File: config.mk
export PLATFORM = sky130hd
export DESIGN_NAME = lpm_link_ctrl
export DESIGN_NICKNAME = d
export VERILOG_FILES = /design/src/rtl/lpm_pkg.sv /design/src/rtl/lpm_idle_timer.sv /design/src/rtl/lpm_state_fsm.sv /design/src/rtl/lpm_out_map.sv /design/src/rtl/lpm_link_ctrl.sv
export SDC_FILE = /design/constraint.sdc
export NUM_CORES = 1
export LEC_CHECK = 0
export ABC_AREA = 1
export BUFFER_PORTS_ARGS = -buffer_cell sky130_fd_sc_hd__buf_2
export CAP_MARGIN = 20
export CORE_MARGIN = 2
export CORE_UTILIZATION = 45
export DETAILED_ROUTE_END_ITERATION = 10
export PLACE_DENSITY = 0.77
export REMOVE_ABC_BUFFERS = 1
export SLEW_MARGIN = 20
export SYNTH_ARGS = -nofsm -noshare
export SYNTH_HDL_FRONTEND = slang
export SYNTH_HIERARCHICAL = 1
export SYNTH_SLANG_ARGS = --single-unit
File: constraint.sdc
create_clock -name clk -period 4.6 [get_ports clk]
set_input_delay 1.38 -clock clk [delete_from_list [all_inputs] [get_ports clk]]
set_output_delay 1.38 -clock clk [all_outputs]
set_load 0.05 [all_outputs]
File: src/rtl/lpm_pkg.sv
// Shared definitions for the link power state controller.
// Assumes a 3-bit state code; codes 110 and 111 are illegal.
package lpm_pkg;
    localparam logic [2:0] LS_L0  = 3'b000;
    localparam logic [2:0] LS_L0S = 3'b001;
    localparam logic [2:0] LS_L1  = 3'b010;
    localparam logic [2:0] LS_RDY = 3'b011;
    localparam logic [2:0] LS_L2  = 3'b100;
    localparam logic [2:0] LS_L3  = 3'b101;

    localparam logic [1:0] DEV_D0 = 2'b00;
    localparam logic [1:0] DEV_D3 = 2'b11;
endpackage

File: src/rtl/lpm_idle_timer.sv
// Counts consecutive armed cycles and flags the cycle that completes the
// programmed run. Assumes a threshold of zero means one cycle. The count
// clears whenever the arm input drops.
module lpm_idle_timer #(
    parameter int CNT_W = 8
) (
    input  logic             clk,
    input  logic             rst_n,
    input  logic             arm,
    input  logic [CNT_W-1:0] thresh,
    output logic             expire
);
    localparam logic [CNT_W:0] ONE = 1;

    logic [CNT_W-1:0] cnt_q;
    logic [CNT_W:0]   cnt_inc;
    logic [CNT_W:0]   limit;

    // Build the effective limit and the candidate count for this cycle.
    always_comb begin
        cnt_inc = {1'b0, cnt_q} + ONE;
        limit   = (thresh == '0) ? ONE : {1'b0, thresh};
        expire  = arm && (cnt_inc >= limit);
    end

    // Advance the run length while armed, clear it otherwise.
    always_ff @(posedge clk) begin
        if (!rst_n) begin
            cnt_q <= '0;
        end else if (!arm) begin
            cnt_q <= '0;
        end else if (!expire) begin
            cnt_q <= cnt_inc[CNT_W-1:0];
        end
    end
endmodule

File: src/rtl/lpm_state_fsm.sv
// Holds the link state register and applies the transition rules.
// Assumes all inputs are synchronous to clk. An illegal state code
// recovers to L0 and raises a retrain request.
module lpm_state_fsm
    import lpm_pkg::*;
(
    input  logic       clk,
    input  logic       rst_n,
    input  logic [1:0] dev_pstate,
    input  logic       link_idle,
    input  logic       exit_req,
    input  logic       pwr_down_req,
    input  logic       main_pwr_off,
    input  logic       aux_present,
    input  logic       idle_expire,
    output logic       idle_arm,
    output logic [2:0] state_q,
    output logic       retrain_q
);
    logic [2:0] state_d;
    logic       retrain_d;
    logic       dev_on;

    // Arm the idle timer only in L0 with the device active and no wake pending.
    always_comb begin
        dev_on   = (dev_pstate == DEV_D0);
        idle_arm = (state_q == LS_L0) && dev_on && link_idle && !exit_req;
    end

    // Choose the next state and whether it requires a retrain.
    always_comb begin
        state_d   = state_q;
        retrain_d = 1'b0;
        case (state_q)
            LS_L0: begin
                if (!dev_on)          state_d = LS_L1;
                else if (idle_expire) state_d = LS_L0S;
            end
            LS_L0S: begin
                if (!dev_on)                     state_d = LS_L1;
                else if (exit_req || !link_idle) state_d = LS_L0;
            end
            LS_L1: begin
                if (dev_on || exit_req) state_d = LS_L0;
                else if ((dev_pstate == DEV_D3) && pwr_down_req) state_d = LS_RDY;
            end
            LS_RDY: begin
                if (main_pwr_off)                 state_d = aux_present ? LS_L2 : LS_L3;
                else if (dev_on || exit_req)      state_d = LS_L0;
                else if (dev_pstate != DEV_D3)    state_d = LS_L1;
            end
            LS_L2, LS_L3: begin
                if (!main_pwr_off) begin
                    state_d   = LS_L0;
                    retrain_d = 1'b1;
                end
            end
            default: begin
                state_d   = LS_L0;
                retrain_d = 1'b1;
            end
        endcase
    end

    // Register the state and the retrain pulse.
    always_ff @(posedge clk) begin
        if (!rst_n) begin
            state_q   <= LS_L0;
            retrain_q <= 1'b0;
        end else begin
            state_q   <= state_d;
            retrain_q <= retrain_d;
        end
    end
endmodule

File: src/rtl/lpm_out_map.sv
// Decodes the registered link state into the traffic enable and the
// power-removal ready flag. Purely combinational; assumes a legal code.
module lpm_out_map
    import lpm_pkg::*;
(
    input  logic [2:0] state,
    output logic       traffic_en,
    output logic       pwr_rm_ready
);
    // Allow traffic only when fully active; flag readiness only when staged.
    always_comb begin
        traffic_en   = (state == LS_L0);
        pwr_rm_ready = (state == LS_RDY);
    end
endmodule

File: src/rtl/lpm_link_ctrl.sv
// Top of the link power state controller: the idle timer, the state
// machine and the output decode. Assumes synchronous inputs and a
// synchronous active-low reset.
module lpm_link_ctrl #(
    parameter int CNT_W = 8
) (
    input  logic             clk,
    input  logic             rst_n,
    input  logic [CNT_W-1:0] idle_thresh,
    input  logic [1:0]       dev_pstate,
    input  logic             link_idle,
    input  logic             exit_req,
    input  logic             pwr_down_req,
    input  logic             main_pwr_off,
    input  logic             aux_present,
    output logic [2:0]       link_state,
    output logic             traffic_en,
    output logic             retrain_req,
    output logic             pwr_rm_ready
);
    logic idle_arm;
    logic idle_expire;

    lpm_idle_timer #(.CNT_W(CNT_W)) u_timer (
        .clk    (clk),
        .rst_n  (rst_n),
        .arm    (idle_arm),
        .thresh (idle_thresh),
        .expire (idle_expire)
    );

    lpm_state_fsm u_fsm (
        .clk          (clk),
        .rst_n        (rst_n),
        .dev_pstate   (dev_pstate),
        .link_idle    (link_idle),
        .exit_req     (exit_req),
        .pwr_down_req (pwr_down_req),
        .main_pwr_off (main_pwr_off),
        .aux_present  (aux_present),
        .idle_expire  (idle_expire),
        .idle_arm     (idle_arm),
        .state_q      (link_state),
        .retrain_q    (retrain_req)
    );

    lpm_out_map u_map (
        .state        (link_state),
        .traffic_en   (traffic_en),
        .pwr_rm_ready (pwr_rm_ready)
    );
endmodule

==> impl_metrics.toml <==
[global_routing]
gr-total-overflow = 0
grt_pass1_vias = 941
track_usage_pct = 17.6
antenna_found_initial = 0
grt_max_degree = 16
grt_pass1_wl_um = 3640

[placement]
place_hpwl_um = 1790
port_buffers = 22
gp_congestion = 0.849

[floorplan]
core_sq_um = 2230
die_h_um = 52.9
die_w_um = 52.9
initial_core_util_pct = 48.1
ios = 23
std_cell_rows = 17
die-area_sq_um = 2800

[worst_setup_path]
start_kind = "input port"
crit_fanout = 15
required_ns = 4.77
ff2ff_setup_slack_ns = 1.91
worstPathArrival_ns = 3.40
crit_type = "in2reg"
crit_path_end_kind = "flip-flop"

[cts]
cts-root-buf = "clkbuf_4"
cts_resized = 0
cts_buffer_depth = 2
cts_buffers = 3
htreeDepth = 1
postCtsSetupRepairBufs = 0
clk_latency_ns = 0.27
cts_sinks = 12
clkTransAtPathRegs_ns = 0.07
cts_tree = "built"
cts_hold_buffers = 0

[hold_path]
min_path_type = "reg2reg"

[synth]
muxShareOfSynthArea_pct = 0
synthXorXnorAreaFrac_pct = 4.07
yosysWarningCount = 6
yosysUniqueCellTypes = 29
yosys.area_share.simple_pct = 36.7
synth.avg_cell_area_sq_um = 6.80
synth_fa_ha_area_share_pct = 10.5
postSynthCellCount = 158
synth_top_family_by_area = "simple AND/OR/NAND/NOR gates"
synth_compound_area_share_pct = 12.6
synth-seq-area-share_pct = 22.4
syn_area_sq_um = 1070
synth_seq_cells = 12

[pwr]
ir_drop_mv = 0.148
powerDensity_nw_per_um2 = 203
total_power_mw = 0.251
leakage_nw = 0.629

[drt]
routed_via_density = 5.00
dr.first_iter.drc_count = 10
drt-pass1-iter-count = 4
wl_per_cell_um = 9.97
ant_nets = 0
drt_wl_total_um = 2100
drc = 0
vias = 1054

[run_status]
run_status = "finished clean"

[sta]
max_slew_margin_pct = 81.4
worst_pin_slew_ns = 0.276
fin_skew_ns = 0.00244
grt_setup_unrepaired = "no"
period_minus_slack_ns = 3.23
fmax_mhz = 310
fin_tns_setup_ns = 0
setup-violations-final = 0
slew_violations = 0
finalHoldViolCount = 0
post-route-period-util_pct = 70.2

[layout]
ff_latch_area_sq_um = 240
final_cell_mix = "33 x nand2_1, 27 x inv_1, 22 x buf_2"
area_growth_pct = 15.0
n_antenna_cell = 0
fin_util_pct = 55.4
final_nets = 210
mostFrequentLayoutCell = "nand2_1"
nFillCells = 221
drive_gt1_share_pct = 29.0
multi_input_area_sq_um = 686

[flow_run]
cap_violations = 0
## metal layers
| metal | vias up | share of wire, % | global-route usage [%] |
|---|---|---|---|
| met5 | - | 0 | 0 |
| met4 | 0 | 1.4 | 8.12 |
| met3 | 4 | 5.6 | 3.67 |
| met2 | 32 | 50 | 33.1 |
| met1 | 462 | 43 | 18.5 |
| li1 | 556 | - | - |
## cell usage after synthesis
| cell | n | area [sq um] |
|---|---|---|
| dfxtp_1 | 12 | 240 |
| a21oi_2 | 7 | 61.3 |
| nand2_1 | 33 | 124 |
| nor2_2 | 8 | 50.1 |
| nor3_4 | 1 | 16.3 |
| nand3_1 | 13 | 65.1 |
| o21ai_1 | 1 | 5.00 |
| inv_1 | 27 | 101 |
| nor2_1 | 17 | 63.8 |
| inv_2 | 3 | 11.3 |
| o21ai_0 | 2 | 10.0 |
| nand2_2 | 1 | 6.26 |
| ha_1 | 9 | 113 |
| a41o_1 | 1 | 10.0 |
| o211ai_2 | 1 | 12.5 |
| a31oi_2 | 1 | 12.5 |
| clkinv_4 | 1 | 8.76 |
| nand3_2 | 2 | 20.0 |
| xor2_1 | 5 | 43.8 |
| a21oi_1 | 2 | 10.0 |
| nand3b_1 | 1 | 7.51 |
| a31oi_1 | 1 | 6.26 |
| buf_12 | 1 | 20.0 |
| nand4_1 | 3 | 18.8 |
| o21a_1 | 1 | 7.51 |
| nand2_4 | 1 | 11.3 |
| nor3_1 | 1 | 5.00 |
| nor4_1 | 1 | 6.26 |
| clkbuf_4 | 1 | 7.51 |
## power breakdown
group	leakage, nW	switching [mW]	internal [mW]	total, mW
clock network	0.0210	0.0329	0.0481	0.0809
registers	0.0972	0.00517	0.106	0.111
logic	0.510	0.0394	0.0191	0.0585
total	0.629	0.0774	0.173	0.251
## final cells by class
| class | count | area share, % |
|---|---|---|
| multi-input combinational | 113 | 55.5 |
| sequential | 12 | 19.4 |
| inverter | 31 | 9.82 |
| timing repair buffer | 23 | 9.51 |
| clock buffer | 4 | 2.94 |
| tap | 28 | 2.83 |
## state kept, by name, summed over array words and instances, names as in the netlist
signal and count:
u_fsm/retrain_q 1, u_fsm/state_q 3, u_timer/cnt_q 8
## critical path, stage by stage
cell and delay (ns):
buf_2 0.10, nor4_1 0.31, a41o_1 0.22, ha_1 0.22, inv_1 0.05, nand2_1 0.04, nand3_1 0.07, nand3_1 0.07
nand2_1 0.06, nand2_1 0.04, nand2_1 0.11, nand2_4 0.15, nand2_1 0.12, inv_1 0.04, inv_1 0.05, nand4_1 0.09
nand4_1 0.13, nand2_1 0.06, nand2_1 0.06, nor2_1 0.04
## worst paths after layout
path / from / end / cells past startpoint
setup / recovery: idle_thresh[1] / u_fsm/state_q[0]$_SDFFE_PN0P_ / 20
hold / removal: u_timer/cnt_q[1]$_SDFFE_PN0N_ / u_timer/cnt_q[1]$_SDFFE_PN0N_ / 2
setup reg to reg: u_timer/cnt_q[0]$_SDFFE_PN0N_ / u_fsm/state_q[0]$_SDFFE_PN0P_ / 17
hold reg to reg: u_timer/cnt_q[1]$_SDFFE_PN0N_ / u_timer/cnt_q[1]$_SDFFE_PN0N_ / 2
## cells by family after synthesis
kind of cell             after synthesis
AND/OR/NAND/NOR                       82
buffers and inverters                 33
AO/OA/AOI/OAI                         17
flip-flops                            12
adder cells (fa/ha/maj)                9
XOR/XNOR                               5
## per-stage QoR
| step | cell area (sq um) | cells | worst slack, ns | hold slack (ns) |
|---|---|---|---|---|
| final | 1240 | 211 | 1.37 | 0.521 |
| after global routing | 1240 | 211 | 1.18 | 0.573 |
| after CTS | 1240 | 211 | 1.37 | 0.522 |
| after detailed placement | 1200 | 207 | 1.08 | 0.512 |
| after global placement | 1200 | 207 | 1.14 | 0.502 |
| after floorplan | 1050 | 156 | 1.42 | 0.480 |
(Power assumes the default switching activity.)
